<file path="config.mk">
export PLATFORM = sky130hd
export DESIGN_NAME = i2cw_slave
export DESIGN_NICKNAME = d
export VERILOG_FILES = /design/src/rtl/i2cw_pkg.sv /design/src/rtl/i2cw_sync.sv /design/src/rtl/i2cw_rx.sv /design/src/rtl/i2cw_regfile.sv /design/src/rtl/i2cw_slave.sv
export SDC_FILE = /design/constraint.sdc
export NUM_CORES = 1
export LEC_CHECK = 0
export BUFFER_PORTS_ARGS = -buffer_cell sky130_fd_sc_hd__buf_2
export CORE_UTILIZATION = 54
export DETAILED_ROUTE_END_ITERATION = 8
export HOLD_SLACK_MARGIN = 0.08
export PLACE_DENSITY = 0.86
export RECOVER_POWER = 25
export SETUP_SLACK_MARGIN = 0.4
export SLEW_MARGIN = 15
export SYNTH_ARGS = -nofsm -noshare
export SYNTH_HDL_FRONTEND = slang
export SYNTH_SLANG_ARGS = --single-unit
</file>
<file path="constraint.sdc">
create_clock -name clk -period 2 [get_ports clk]
set_clock_uncertainty 0.05 [all_clocks]
set_input_delay 0.4 -clock clk [delete_from_list [all_inputs] [get_ports clk]]
set_output_delay 0.4 -clock clk [all_outputs]
set_load 0.02 [all_outputs]
</file>
<file path="src/rtl/i2cw_pkg.sv">
// Shared types for the I2C register write slave.
package i2cw_pkg;
    // Receiver phases: waiting, device address, register pointer, data, ignoring bus.
    typedef enum logic [2:0] {
        ST_IDLE,
        ST_ADDR,
        ST_REG,
        ST_DATA,
        ST_SKIP
    } rx_state_t;
endpackage

</file>
<file path="src/rtl/i2cw_sync.sv">
// Two-flop synchronizer plus edge detector for a group of slow bus lines.
// Assumes the lines idle high and change far slower than clk.
module i2cw_sync #(
    parameter int LINES = 2
) (
    input  logic             clk,
    input  logic             rst_n,
    input  logic [LINES-1:0] din,
    output logic [LINES-1:0] lvl,
    output logic [LINES-1:0] rise,
    output logic [LINES-1:0] fall
);
    generate
        for (genvar g = 0; g < LINES; g++) begin : g_line
            logic s1, s2, s3;
            // Synchronize the line and keep one older sample for edge detection.
            always_ff @(posedge clk) begin
                if (!rst_n) begin
                    s1 <= 1'b1;
                    s2 <= 1'b1;
                    s3 <= 1'b1;
                end else begin
                    s1 <= din[g];
                    s2 <= s1;
                    s3 <= s2;
                end
            end
            assign lvl[g]  = s2;
            assign rise[g] = s2 & ~s3;
            assign fall[g] = ~s2 & s3;
        end
    endgenerate
endmodule

</file>
<file path="src/rtl/i2cw_rx.sv">
// Byte receiver and protocol state machine for write-only I2C transfers.
// Works on synchronized SCL/SDA levels and edges. It matches the device
// address, loads the register pointer, issues write strobes and drives ACK.
// Assumes 1 <= PTR_W <= 7 and NREG <= 2**PTR_W.
module i2cw_rx
    import i2cw_pkg::*;
#(
    parameter logic [5:0] DEV_PREFIX = 6'b100100,
    parameter int         PTR_W      = 6,
    parameter int         NREG       = 32
) (
    input  logic             clk,
    input  logic             rst_n,
    input  logic             scl_lvl,
    input  logic             scl_rise,
    input  logic             scl_fall,
    input  logic             sda_lvl,
    input  logic             sda_rise,
    input  logic             sda_fall,
    input  logic             strap,
    output logic             sda_oe,
    output logic             we,
    output logic [PTR_W-1:0] waddr,
    output logic [7:0]       wdata
);
    localparam logic [PTR_W-1:0] LAST   = PTR_W'(NREG - 1);
    localparam logic [PTR_W:0]   NREG_W = (PTR_W + 1)'(NREG);

    rx_state_t        state;
    logic [3:0]       bcnt;
    logic [7:0]       shreg;
    logic [PTR_W-1:0] ptr, ptr_next;
    logic             start, stop;

    assign start = sda_fall & scl_lvl;
    assign stop  = sda_rise & scl_lvl;

    // Next pointer: wrap after the last register, otherwise count freely.
    always_comb begin
        if (ptr == LAST) ptr_next = '0;
        else             ptr_next = ptr + 1'b1;
    end

    // Protocol sequencing: bit shifting, byte decisions, ACK drive, writes.
    always_ff @(posedge clk) begin
        if (!rst_n) begin
            state  <= ST_IDLE;
            bcnt   <= '0;
            shreg  <= '0;
            ptr    <= '0;
            sda_oe <= 1'b0;
            we     <= 1'b0;
            waddr  <= '0;
            wdata  <= '0;
        end else begin
            we <= 1'b0;
            if (start) begin
                state  <= ST_ADDR;
                bcnt   <= '0;
                sda_oe <= 1'b0;
            end else if (stop) begin
                state  <= ST_IDLE;
                bcnt   <= '0;
                sda_oe <= 1'b0;
            end else if (state == ST_ADDR || state == ST_REG || state == ST_DATA) begin
                if (scl_rise) begin
                    if (bcnt < 4'd8) shreg <= {shreg[6:0], sda_lvl};
                    if (bcnt < 4'd9) bcnt <= bcnt + 4'd1;
                end else if (scl_fall) begin
                    if (bcnt == 4'd8) begin
                        case (state)
                            ST_ADDR: begin
                                if (shreg == {DEV_PREFIX, strap, 1'b0}) begin
                                    sda_oe <= 1'b1;
                                    state  <= ST_REG;
                                end else begin
                                    state  <= ST_SKIP;
                                end
                            end
                            ST_REG: begin
                                if (shreg[7:PTR_W] == '0) begin
                                    ptr    <= shreg[PTR_W-1:0];
                                    sda_oe <= 1'b1;
                                    state  <= ST_DATA;
                                end else begin
                                    state  <= ST_SKIP;
                                end
                            end
                            default: begin
                                sda_oe <= 1'b1;
                                we     <= ({1'b0, ptr} < NREG_W);
                                waddr  <= ptr;
                                wdata  <= shreg;
                                ptr    <= ptr_next;
                            end
                        endcase
                    end else if (bcnt == 4'd9) begin
                        sda_oe <= 1'b0;
                        bcnt   <= '0;
                    end
                end
            end
        end
    end

    // the ACK drive toggles only while SCL is low.
    p_oe_scl_low_r9: assert property (@(posedge clk) disable iff (!rst_n)
        ($rose(sda_oe) || $fell(sda_oe)) |-> !scl_lvl);
    // STOP idles the receiver and releases SDA.
    p_stop_idle_r1: assert property (@(posedge clk) disable iff (!rst_n)
        stop |=> (state == ST_IDLE && !sda_oe));
    // START restarts the address phase with a cleared bit count.
    p_start_addr_r1: assert property (@(posedge clk) disable iff (!rst_n)
        start |=> (state == ST_ADDR && bcnt == 4'd0));
    // while ignoring the bus, nothing is driven or written.
    p_skip_quiet_r3: assert property (@(posedge clk) disable iff (!rst_n)
        (state == ST_SKIP) |-> (!sda_oe && !we));
    // a write at the last register leaves the pointer at zero.
    p_ptr_wrap_r7: assert property (@(posedge clk) disable iff (!rst_n)
        (we && waddr == LAST) |-> (ptr == '0));
endmodule

</file>
<file path="src/rtl/i2cw_regfile.sv">
// Bank of 8-bit registers with one write port and all contents exposed flat.
// Assumes waddr is below NREG whenever we is high.
module i2cw_regfile #(
    parameter int NREG  = 32,
    parameter int PTR_W = 6
) (
    input  logic              clk,
    input  logic              rst_n,
    input  logic              we,
    input  logic [PTR_W-1:0]  waddr,
    input  logic [7:0]        wdata,
    output logic [NREG*8-1:0] rdata
);
    localparam logic [PTR_W:0] NREG_W = (PTR_W + 1)'(NREG);

    generate
        for (genvar i = 0; i < NREG; i++) begin : g_reg
            // Hold one register; load it when the write strobe selects it.
            always_ff @(posedge clk) begin
                if (!rst_n)                             rdata[i*8 +: 8] <= 8'h00;
                else if (we && waddr == PTR_W'(i))      rdata[i*8 +: 8] <= wdata;
            end
        end
    endgenerate

    // write strobes only ever target an existing register.
    p_we_range_r10: assert property (@(posedge clk) disable iff (!rst_n)
        we |-> ({1'b0, waddr} < NREG_W));
    // contents hold whenever no write is issued.
    p_hold_r8: assert property (@(posedge clk) disable iff (!rst_n)
        !we |=> $stable(rdata));
endmodule

</file>
<file path="src/rtl/i2cw_slave.sv">
// Top of the write-only I2C register slave: synchronizer, receiver, registers.
// Assumes clk runs at 16x the SCL rate or faster. sda_oe drives an external
// open-drain pull-down.
module i2cw_slave #(
    parameter logic [5:0] DEV_PREFIX = 6'b100100,
    parameter int         PTR_W      = 6,
    parameter int         NREG       = 32
) (
    input  logic              clk,
    input  logic              rst_n,
    input  logic              scl_i,
    input  logic              sda_i,
    input  logic              strap_i,
    output logic              sda_oe,
    output logic [NREG*8-1:0] regs_o
);
    logic [1:0]       lvl, rise, fall;
    logic             we;
    logic [PTR_W-1:0] waddr;
    logic [7:0]       wdata;

    i2cw_sync #(.LINES(2)) u_sync (
        .clk  (clk),
        .rst_n(rst_n),
        .din  ({scl_i, sda_i}),
        .lvl  (lvl),
        .rise (rise),
        .fall (fall)
    );

    i2cw_rx #(.DEV_PREFIX(DEV_PREFIX), .PTR_W(PTR_W), .NREG(NREG)) u_rx (
        .clk     (clk),
        .rst_n   (rst_n),
        .scl_lvl (lvl[1]),
        .scl_rise(rise[1]),
        .scl_fall(fall[1]),
        .sda_lvl (lvl[0]),
        .sda_rise(rise[0]),
        .sda_fall(fall[0]),
        .strap   (strap_i),
        .sda_oe  (sda_oe),
        .we      (we),
        .waddr   (waddr),
        .wdata   (wdata)
    );

    i2cw_regfile #(.NREG(NREG), .PTR_W(PTR_W)) u_regs (
        .clk  (clk),
        .rst_n(rst_n),
        .we   (we),
        .waddr(waddr),
        .wdata(wdata),
        .rdata(regs_o)
    );
endmodule

</file>
==> impl_metrics.toml, run 1 <==
[yosys]
synthXorXnorAreaFrac = 0.00308
yosys_warnings = 0
synth_top_area_cell = "dfxtp_1"
synth_compound_area_frac = 0.0246
synth_ff_type = "dfxtp_1"
syn-cell-area_mm2 = 0.0114
synth.yosys.seq_area_share = 0.526
netlist.area_leader.share = 0.526
avgSynthCellArea_um2 = 10.3
synth_nets = 1109
synth_top_family_by_area = "multiplexers"
synth_cells = 1100
synthSimpleGateAreaFrac = 0.161
synth_cell_type_count = 56
synthAdderAreaFrac = 0.00440
async_flop_share = 0
synthMuxAreaShare = 0.246
synth_area_leaders = "dfxtp_1 53%, mux2i_1 25%, nor2_1 9.4%"
synth_enable_flop_cells = 0
synth_seq_cells = 299

[grt]
grt.overflow.total = 0
grt_pass1_wl_mm = 47.6
grt_pass1_vias = 8738
antenna_found_initial = 0
grtUsageTotal = 0.277
grt_max_degree = 72

[final_layout]
final_nets = 1391
layout-drive-gt1-share = 0.294
area_growth_pct = 28.6
antenna_cells = 0
n_fill_cell = 1473
fin_area_mm2 = 0.0146
final_cell_mix = "284 x nor2_1, 275 x mux2i_1, 272 x dfxtp_1"
multi_input_comb_area_mm2 = 0.00519
regArea_mm2 = 0.00604
final_common_cell = "nor2_1"

[worst_setup_path]
path_cells = "nand3b_1, buf_12, nor3_4, clkbuf_2, mux2i_2, nor2_1"
crit_type = "reg -> reg"
cp.arrival_ps = 2160
cp-end-kind = "flop"
critPathMaxFanout = 11
path_buf_inv = 2
critPathMaxStageDelay_ps = 370
cp_top_family = "buffers and inverters"
crit_slowest_cell = "clkbuf_2"
crit_required_ps = 2380
cp-start-kind = "flop"

[pwr]
switching_share = 0.204
p_int_mw = 9.38
p_seq_frac = 0.505
p_per_area_mw_per_mm2 = 805
p_sw_mw = 2.41
power_mw = 11.8
pwr-share-comb = 0.014
ir_drop_mv = 0.713
pwr-share-clk = 0.481
p_leak_nw = 7.11

[floorplan]
die-area_mm2 = 0.0217
die_x_um = 147
floorplan.initialDensity = 0.557
io_pins = 262
dieHeight_um = 147
core_mm2 = 0.0204
rows = 52

[routing]
via_count = 9119
viasPerCell = 5.44
antenna_left = 0
avgRoutedWirePerCell_um = 18.7
first_iter_violations = 455
drc = 0
finalWirelength_mm = 31.4
first_pass_iters = 5

[placed_design]
placed_area_mm2 = 0.0133
io_buffers = 261
preCtsSetupSlack_ps = 100
place_hpwl_mm = 20.1
place_congestion = 0.825

[timing]
slew_violations = 0
tns_ps = 0
maxClockFrequency_ghz = 0.560
setup_viol = 0
worst_slack_ps = 216
worst_pin_slew_ps = 662
finalCriticalPeriod_ps = 1780
relSlewSlack = 0.558
fin_crit_sh = 0.892
whs_ps = 229
rsz0062_at_grt = "yes"
hold_viol = 0

[clock_tree]
root_buffer = "clkbuf_16"
clock_path_buffers = 3
cts_inserted_buffers = 30
insertion_delay_ps = 550
clk_pin_slew_ps = 60
cts.sinks = 299
htreeDepth = 1
cts_tree = "done"

[status]
status = "finished, final reports clean"

[run]
maxCapViolCount = 0

[min_path]
hold_class = "in -> reg"
timing repair:
action | 4_1_cts | 5_1_grt
setup endpoints to repair | 251 | 190
pin swaps | 3 | 15
gates cloned | 2 | 0
hold buffers | 2 | 0
gates resized for setup | 36 | 63
endpoints found under the hold margin | 2 | 0
setup buffers | 8 | 7
metrics by stage:
stage          std cells   util
6_report            1675  0.716
5_1_grt             1675  0.716
4_1_cts             1668  0.711
3_5_place_dp        1601  0.649
3_3_place_gp        1601  0.649
2_1_floorplan       1100      -
routing by layer:
metal	vias up	part of all wire	GRT usage
met1	4421	0.40	0.334
met4	0	0.032	0.102
met3	74	0.071	0.0553
met2	351	0.50	0.485
li1	4273	-	-
met5	-	0	0
cells by family (layout without fill, tap and decap cells):
logic type	after synthesis	after routing
AOI/OAI and AO/OA	37	37
DFF	299	299
buffers and inverters	95	400
and+or+nand+nor	381	381
muxes	280	280
adders and majority gates	4	4
xor gates and xnor gates	4	4
synth_stat cells (all sizes together) (5+ instances only):
| library cell | n |
|---|---|
| dfxtp | 299 |
| nor2 | 286 |
| mux2i | 279 |
| clkbuf | 60 |
| buf | 29 |
| nand3 | 21 |
| nor3 | 21 |
| nand2b | 13 |
| nand2 | 10 |
| a21oi | 8 |
| inv | 6 |
| nor4 | 6 |
| nand3b | 5 |
| nor2b | 5 |
worst min-delay path, stage by stage:
cell	delay, ps
buf_2	130
buf_4	180
nand2b_1	70
worst paths after layout:
kind                                       endpoint  slack (ps)           startpoint  cells past startpoint
worst max register to register    u_regs.rdata[249]         220        u_rx.waddr[5]                      6
worst min-delay path            u_sync.g_line[0].s1         230                rst_n                      3
worst max-delay path              u_regs.rdata[249]         220        u_rx.waddr[5]                      6
worst min register to register  u_sync.g_line[0].s2         350  u_sync.g_line[0].s1                      1
flip-flops by register name, indices dropped and copies added, names as in the netlist:
| name | count |
|---|---|
| u_regs.rdata | 256 |
| u_rx.bcnt | 4 |
| u_rx.ptr | 6 |
| u_rx.sda_oe | 1 |
| u_rx.shreg | 8 |
| u_rx.state | 3 |
| u_rx.waddr | 6 |
| u_rx.wdata | 8 |
| u_rx.we | 1 |
| u_sync.g_line.s1 | 2 |
| u_sync.g_line.s2 | 2 |
| u_sync.g_line.s3 | 2 |
layout make-up:
type / instances / area share
timing repair buffer: 339 / 0.138
tap: 270 / 0.0231
multi-input combinational: 706 / 0.355
clock inverter: 6 / 0.00598
clock buffer: 49 / 0.0631
sequential: 299 / 0.413
inverter: 6 / 0.00239
power by group through the flow:
| stage | clock, mW | sequential (mW) | combinational [mW] |
|---|---|---|---|
| 2_1_floorplan | 0 | 6.10 | 0.107 |
| 3_3_place_gp | 0 | 6.10 | 0.142 |
| 3_5_place_dp | 0 | 6.10 | 0.143 |
| 4_1_cts | 5.74 | 5.96 | 0.148 |
| 5_1_grt | 5.99 | 5.95 | 0.173 |
| 6_report | 5.67 | 5.95 | 0.160 |
No activity file was read; power rests on OpenSTA's default activity.
==> inputs of run 2 (changes only) <==
--- a/config.mk
+++ b/config.mk
@@ -5,11 +5,12 @@
 export SDC_FILE = /design/constraint.sdc
 export NUM_CORES = 1
 export LEC_CHECK = 0
+export ABC_AREA = 1
 export BUFFER_PORTS_ARGS = -buffer_cell sky130_fd_sc_hd__buf_2
-export CORE_UTILIZATION = 54
+export CORE_UTILIZATION = 53
 export DETAILED_ROUTE_END_ITERATION = 8
 export HOLD_SLACK_MARGIN = 0.08
-export PLACE_DENSITY = 0.86
+export PLACE_DENSITY = 0.85
 export RECOVER_POWER = 25
 export SETUP_SLACK_MARGIN = 0.4
 export SLEW_MARGIN = 15
==> run 2 against run 1 <==
Net effect:
- routed wire length up 7.1%
- design area is 2.3% lower
- clock power up 5.5%
- area after synthesis down 2.6%
- non-clock buffer count shrank 14
- worst hold slack lost 140 ps
- die area down 0.76%
- clock-buffer cell count decreased by 8
- combinational power rose by 32%
- critical path depth is 2 higher
==> impl_metrics.toml, run 2 <==
[status]
status = "finished, final reports clean"

[yosys]
synth_area_leaders = "dfxtp_1 54%, nor2_1 19%, o21ai_0 13%"
synth_cells = 1457
synth_seq_cells = 299
yosysMostFrequentCell = "nor2_1"
synth_top_area_cell = "dfxtp_1"
async_flop_share = 0
avgSynthCellArea_um2 = 7.61
netlist.area_leader.share = 0.540
synthTopCellsByCount = "569 x nor2_1, 299 x dfxtp_1, 288 x o21ai_0, 71 x inv_1, 69 x nand2_1"
synth_ff_type = "dfxtp_1"
syn-cell-area_mm2 = 0.0111
synth_nets = 1466
yosys_warnings = 0
synth.yosys.seq_area_share = 0.540
synth_cell_type_count = 27
synth_enable_flop_cells = 0

[final_layout]
antenna_cells = 0
final_nets = 1767
final_cell_mix = "564 x nor2_1, 286 x dfxtp_1, 267 x o21ai_0"
largest_reg_flops = 256
multi_input_comb_area_mm2 = 0.00467
layout-drive-gt1-share = 0.239
n_fill_cell = 1594
final_common_cell = "nor2_1"
top_regs = "u_regs.rdata: 256 flops, u_rx.shreg: 8 flops, u_rx.wdata: 8 flops"
regArea_mm2 = 0.00600
top_register = "u_regs.rdata"
final_util = 0.702
area_growth_pct = 28.9
fin_area_mm2 = 0.0143

[routing]
drc = 0
avgRoutedWirePerCell_um = 16.4
finalWirelength_mm = 33.6
first_pass_iters = 6
viasPerCell = 5.35
via_count = 11000
first_iter_violations = 640
antenna_left = 0

[min_path]
hold_depth = 3
hold_class = "in -> reg"

[placed_design]
io_buffers = 261
placed_area_mm2 = 0.0128
place_hpwl_mm = 21.4
preCtsSetupSlack_ps = 168
place_congestion = 0.890

[worst_setup_path]
cp.arrival_ps = 2110
critPathMaxFanout = 8
cp_common_cell = "nor2_1"
path_buf_inv = 3
cp-start-kind = "flop"
crit_type = "reg -> reg"
crit_required_ps = 2390
cp.depth = 8
path_cells = "inv_1, nor2_4, buf_4, nand2_2, nor2_1, inv_1, nor2_1, nor2_1"
critPathMaxStageDelay_ps = 370
worstRegToRegCells = 8
cp_top_family = "simple AND/OR/NAND/NOR gates"
cp-end-kind = "flop"
crit_slowest_cell = "dfxtp_1"

[floorplan]
dieHeight_um = 147
core_mm2 = 0.0204
floorplan.initialDensity = 0.544
rows = 52
io_pins = 262
die_x_um = 147
die-area_mm2 = 0.0215

[clock_tree]
cts_inserted_buffers = 30
cts.sinks = 299
root_buffer = "clkbuf_16"
htreeDepth = 1
insertion_delay_ps = 560
cts_tree = "done"
clock_path_buffers = 3
clk_pin_slew_ps = 60

[timing]
maxClockFrequency_ghz = 0.582
setup_viol = 0
slew_violations = 0
rsz0062_at_grt = "yes"
finalCriticalPeriod_ps = 1720
relSlewSlack = 0.401
tns_ps = 0
hold_viol = 0
fin_crit_sh = 0.860
worst_pin_slew_ps = 898
worst_slack_ps = 281

[grt]
grt_pass1_vias = 9857
grt_pass1_wl_mm = 51.4
grt.overflow.total = 0
grtUsageTotal = 0.296
antenna_found_initial = 0
grt_max_degree = 87

[pwr]
power_mw = 12.2
p_leak_nw = 7.36
pwr-share-clk = 0.492
ir_drop_mv = 0.739
switching_share = 0.204
p_int_mw = 9.68
p_seq_frac = 0.491
pwr-share-comb = 0.017
p_per_area_mw_per_mm2 = 851
p_sw_mw = 2.48

[run]
maxCapViolCount = 0
==> run 2: path summary, 6_finish.rpt <==
| check | startpoint | end | slack [ps] |
|---|---|---|---|
| min | rst_n | u_regs.rdata[214] | 90 |
| min reg2reg | u_sync.g_line[1].s1 | u_sync.g_line[1].s2 | 370 |
| max | u_rx.waddr[2] | u_regs.rdata[39] | 280 |
| max reg2reg | u_rx.waddr[2] | u_regs.rdata[39] | 280 |
==> run 2: kinds of logic (layout without fill, tap and decap cells) <==
kind of cell	count (synthesis)	count (layout)	share of synthesized area
and+or+nand+nor	692	695	0.261
AOI/OAI and AO/OA	316	316	0.143
DFF	299	299	0.540
buffers and inverters	145	465	0.0509
adders and majority gates	4	4	0.00451
xor gates and xnor gates	1	1	0.000790
==> run 2: power by group through the flow <==
| stage | combinational [mW] | sequential [mW] | clock (mW) |
|---|---|---|---|
| after floorplan | 0.135 | 6.10 | 0 |
| after global placement | 0.186 | 6.10 | 0 |
| after detailed placement | 0.191 | 6.10 | 0 |
| after CTS | 0.201 | 5.97 | 6.03 |
| after global routing | 0.235 | 5.96 | 6.29 |
| final | 0.212 | 5.97 | 5.98 |
==> run 2: area by class of cell <==
class,count,area share
clock buffers,41,0.0603
clock inverters,13,0.0145
inverters,84,0.0246
multi-input cells,1016,0.326
flip-flops and latches,299,0.420
well taps,270,0.0236
repair buffers,325,0.130
repair inverters,2,0.000963
==> run 2: layer usage <==
| layer | routed length (um) | GRT usage |
|---|---|---|
| met4 | 1280 | 0.124 |
| met2 | 15700 | 0.488 |
| met1 | 13500 | 0.375 |
| met3 | 3170 | 0.0628 |
| met5 | 0 | 0 |
==> run 2: stage by stage <==
stage          std cells  hold WS [ps]
5_1_grt             2050          93.9
3_3_place_gp        1955           345
4_1_cts             2016          88.5
2_1_floorplan       1457           343
3_5_place_dp        1955           353
6_report            2050          90.6
==> run 2: worst min-delay path, stage by stage <==
cell	delay (ps)
buf_6	130
o21ai_0	70
nor2_1	40
==> run 2: what timing repair did <==
item                       CTS  global route
resized for setup           20           100
buffers inserted             2            32
gates cloned                 3             2
hold endpoints to repair     2             0
setup endpoints to repair   88           234
pin swaps                    3            20
hold buffers                 2             0
==> inputs of run 3 (changes only) <==
--- a/config.mk
+++ b/config.mk
@@ -11,7 +11,7 @@
 export DETAILED_ROUTE_END_ITERATION = 8
 export HOLD_SLACK_MARGIN = 0.08
 export PLACE_DENSITY = 0.85
-export RECOVER_POWER = 25
+export RECOVER_POWER = 100
 export SETUP_SLACK_MARGIN = 0.4
 export SLEW_MARGIN = 15
 export SYNTH_ARGS = -nofsm -noshare
==> constraint.sdc (replaced) <==
create_clock -name clk -period 1.7 [get_ports clk]
set_clock_uncertainty 0.05 [all_clocks]
set_input_delay 0.34 -clock clk [delete_from_list [all_inputs] [get_ports clk]]
set_output_delay 0.34 -clock clk [all_outputs]
set_load 0.02 [all_outputs]
==> run 3 against run 2 <==
Net effect:
- the flow now stops in 5_1_grt
- area after synthesis is the same
- synthesized cell count is the same
==> impl_metrics.toml, run 3 <==
[yosys]
synthMuxAreaShare = 0
syn-cell-area_mm2 = 0.0111
synthSimpleGateAreaFrac = 0.261
synth_enable_flop_cells = 0
async_flop_share = 0
synth_top_area_cell = "dfxtp_1"
synth_seq_cells = 299
synth_nets = 1466
avgSynthCellArea_um2 = 7.61
yosysMostFrequentCell = "nor2_1"
synth_compound_area_frac = 0.143
synthTopCellsByCount = "569 x nor2_1, 299 x dfxtp_1, 288 x o21ai_0, 71 x inv_1, 69 x nand2_1"
yosys_warnings = 0
synth_top_family_by_area = "simple AND/OR/NAND/NOR gates"
synth.yosys.seq_area_share = 0.540
synth_cell_type_count = 27
synth_ff_type = "dfxtp_1"
synth_area_leaders = "dfxtp_1 54%, nor2_1 19%, o21ai_0 13%"
synth_cells = 1457
synthXorXnorAreaFrac = 0.000790
synthAdderAreaFrac = 0.00451
netlist.area_leader.share = 0.540

[status]
error = "[ERROR GRT-0232] Routing congestion too high. Check the congestion heatmap in the GUI."
stop_stage = "5_1_grt"
status = "aborted with a tool error"

[placed_design]
io_buffers = 261
place_congestion = 0.877
place_hpwl_mm = 21.0

[timing]
worst_path_end_type = "sequential cell input"
worst_endpoint = "u_regs.rdata[17]$_SDFFE_PN0P_/D"

[clock_tree]
root_buffer = "clkbuf_16"
htreeDepth = 1
cts_inserted_buffers = 30
clock_path_buffers = 3
cts.sinks = 299

[floorplan]
rows = 52
dieHeight_um = 147
floorplan.initialDensity = 0.544
die_x_um = 147
io_pins = 262

[grt]
grt.overflow.total = 12
grt_max_degree = 144
grtUsageTotal = 0.756
## run 3: metal layers
metal  GRT overflow  track usage
met4              7        0.697
met2              4        0.909
met1              0        0.772
met3              1        0.625
met5              0        0.314
## run 3: timing repair
action | CTS
hold buffers | 2
hold endpoints to repair | 2
gates cloned | 14
endpoints found under the setup margin | 545
buffers inserted | 113
pin swaps | 145
gates resized for setup | 1179
## run 3: logic make-up after synthesis
| group | count (synthesis) |
|---|---|
| compound gates | 316 |
| xor+xnor | 1 |
| fa+ha+maj | 4 |
| buf+inv | 145 |
| flops | 299 |
| simple gates | 692 |
## run 3: stage by stage
stage                     utilization  cells  hold slack, ps  worst slack (ps)  area (um^2)
after floorplan                     -   1457             343               391        11100
after global placement          0.629   1954             347               146        12800
after detailed placement        0.629   1954             347               104        12800
after CTS                       0.876   2136             181               198        17800
==> inputs of run 4 (changes only) <==
--- a/config.mk
+++ b/config.mk
@@ -7,12 +7,10 @@
 export LEC_CHECK = 0
 export ABC_AREA = 1
 export BUFFER_PORTS_ARGS = -buffer_cell sky130_fd_sc_hd__buf_2
-export CORE_UTILIZATION = 53
+export CORE_UTILIZATION = 40
 export DETAILED_ROUTE_END_ITERATION = 8
-export HOLD_SLACK_MARGIN = 0.08
-export PLACE_DENSITY = 0.85
+export PLACE_DENSITY_LB_ADDON = 0.15
 export RECOVER_POWER = 100
-export SETUP_SLACK_MARGIN = 0.4
 export SLEW_MARGIN = 15
 export SYNTH_ARGS = -nofsm -noshare
 export SYNTH_HDL_FRONTEND = slang
==> run 4 against run 3 <==
Net effect:
- the flow now finishes without violations
==> impl_metrics.toml, run 4 (synthesis gave the netlist of run 2 again) <==
[status]
status = "finished, final reports clean"

[floorplan]
floorplan.initialDensity = 0.409
die-area_mm2 = 0.0284
io_pins = 262
core_mm2 = 0.0271
rows = 60
dieHeight_um = 168
die_x_um = 168

[routing]
avgRoutedWirePerCell_um = 15.8
first_pass_iters = 5
viasPerCell = 4.83
via_count = 10300
finalWirelength_mm = 33.8
antenna_left = 0
first_iter_violations = 674
drc = 0

[timing]
slew_violations = 0
worst_pin_slew_ps = 435
rsz0062_at_grt = "yes"
relSlewSlack = 0.710
maxClockFrequency_ghz = 0.631
finalCriticalPeriod_ps = 1580
fin_crit_sh = 0.932
setup_viol = 0
worst_slack_ps = 116
hold_viol = 0

[pwr]
p_per_area_mw_per_mm2 = 1030
ir_drop_mv = 0.664
switching_share = 0.203
pwr-share-clk = 0.497
power_mw = 14.4
p_seq_frac = 0.488
p_sw_mw = 2.93
p_int_mw = 11.5
p_leak_nw = 6.35
pwr-share-comb = 0.015

[worst_setup_path]
worstRegToRegCells = 10
reg2reg_from = "u_rx.bcnt[1]"
cp-start-kind = "flop"
r2r-end = "u_rx.wdata[4]"
crit_required_ps = 2040
r2r_slack_ps = 120
critPathMaxFanout = 15
cp.arrival_ps = 1920
cp-end-kind = "flop"
crit_type = "reg -> reg"

[final_layout]
top_register = "u_regs.rdata"
antenna_cells = 0
final_nets = 1759
final_cell_mix = "567 x nor2_1, 290 x dfxtp_1, 277 x o21ai_0"
top_regs = "u_regs.rdata: 256 flops, u_rx.shreg: 8 flops, u_rx.wdata: 8 flops"
multi_input_comb_area_mm2 = 0.00458
area_growth_pct = 25.8
final_common_cell = "nor2_1"
n_fill_cell = 2794
regArea_mm2 = 0.00600
layout-drive-gt1-share = 0.102
fin_area_mm2 = 0.0139
largest_reg_flops = 256

[clock_tree]
cts_tree = "done"
clock_path_buffers = 3
htreeDepth = 2
insertion_delay_ps = 500
cts.sinks = 299
root_buffer = "clkbuf_16"
cts_inserted_buffers = 34
clk_pin_slew_ps = 60

[grt]
grt.overflow.total = 0
grtUsageTotal = 0.231
met1_usage = 0.311
grt_max_degree = 121
grt_pass1_wl_mm = 52.1
grt_pass1_vias = 9429
met3_usage = 0.0545
grt_busiest_layer = "met2"
use_met2 = 0.366
antenna_found_initial = 0

[min_path]
worstHoldStart = "rst_n"
min_to = "u_rx.wdata[2]"
hold_class = "in -> reg"
hold_depth = 3

[placed_design]
place_congestion = 0.840
placed_area_mm2 = 0.0130
io_buffers = 261
preCtsSetupSlack_ps = 86.6
place_hpwl_mm = 21.9

[run]
maxCapViolCount = 0
run 4: through the flow:
step / hold slack (ps) / utilization / std cells / setup TNS [ps]
5_1_grt: 79.0 / 0.515 / 2141 / -87.3
2_1_floorplan: 343 / - / 1457 / 0
3_3_place_gp: 344 / 0.478 / 2069 / 0
3_5_place_dp: 351 / 0.478 / 2069 / 0
4_1_cts: 81.5 / 0.519 / 2126 / 0
6_report: 80.7 / 0.515 / 2141 / 0
run 4: area by class of cell:
| class | instances | area share |
|---|---|---|
| clock buffer | 51 | 0.0752 |
| clock inverter | 4 | 0.00323 |
| inverter | 84 | 0.0231 |
| multi-input combinational | 1013 | 0.329 |
| sequential | 299 | 0.430 |
| tap | 372 | 0.0334 |
| timing repair buffer | 317 | 0.106 |
| timing repair inverter | 1 | 0.000538 |
run 4: how the worst max path moves through the flow:
stage,slack (ps),endpoint,cells after the start,from
5_1_grt,-30,u_regs.rdata[46],9,u_rx.waddr[2]
6_report,120,u_rx.wdata[4],10,u_rx.bcnt[1]
3_3_place_gp,100,u_regs.rdata[36],8,u_rx.waddr[5]
3_5_place_dp,90,u_regs.rdata[35],8,u_rx.waddr[5]
4_1_cts,50,u_regs.rdata[133],6,u_rx.waddr[0]
2_1_floorplan,200,u_rx.wdata[0],11,u_rx.bcnt[0]
run 4: power by group through the flow:
stage	logic, mW	clock network (mW)	registers [mW]
floorplan	0.159	0	7.17
global placement	0.214	0	7.17
detailed placement	0.214	0	7.17
CTS	0.218	7.29	7.02
global route	0.250	7.56	7.02
finish	0.220	7.15	7.02
run 4: worst max-delay path: stages, from the launching register on:
cell and delay [ps]:
dfxtp_1 320, inv_1 100, ha_1 170, nand3_1 110, inv_2 100, nand2_1 90, inv_2 80, nand2_4 80
buf_6 160, o21ai_0 160, nor2_1 60
run 4: what timing repair did:
item,in CTS,in global routing
buffers inserted,0,14
endpoints found under the hold margin,2,0
hold buffers,2,0
setup endpoints to repair,0,125
gates resized for setup,0,35
run 4: per-layer routing:
layer  share of wire  up-vias  wire [um]
met5               0        -          0
met4           0.025        0        841
met3           0.074       59       2520
met2            0.43      324      14700
met1            0.47     4730      15800
li1                -     5228          -
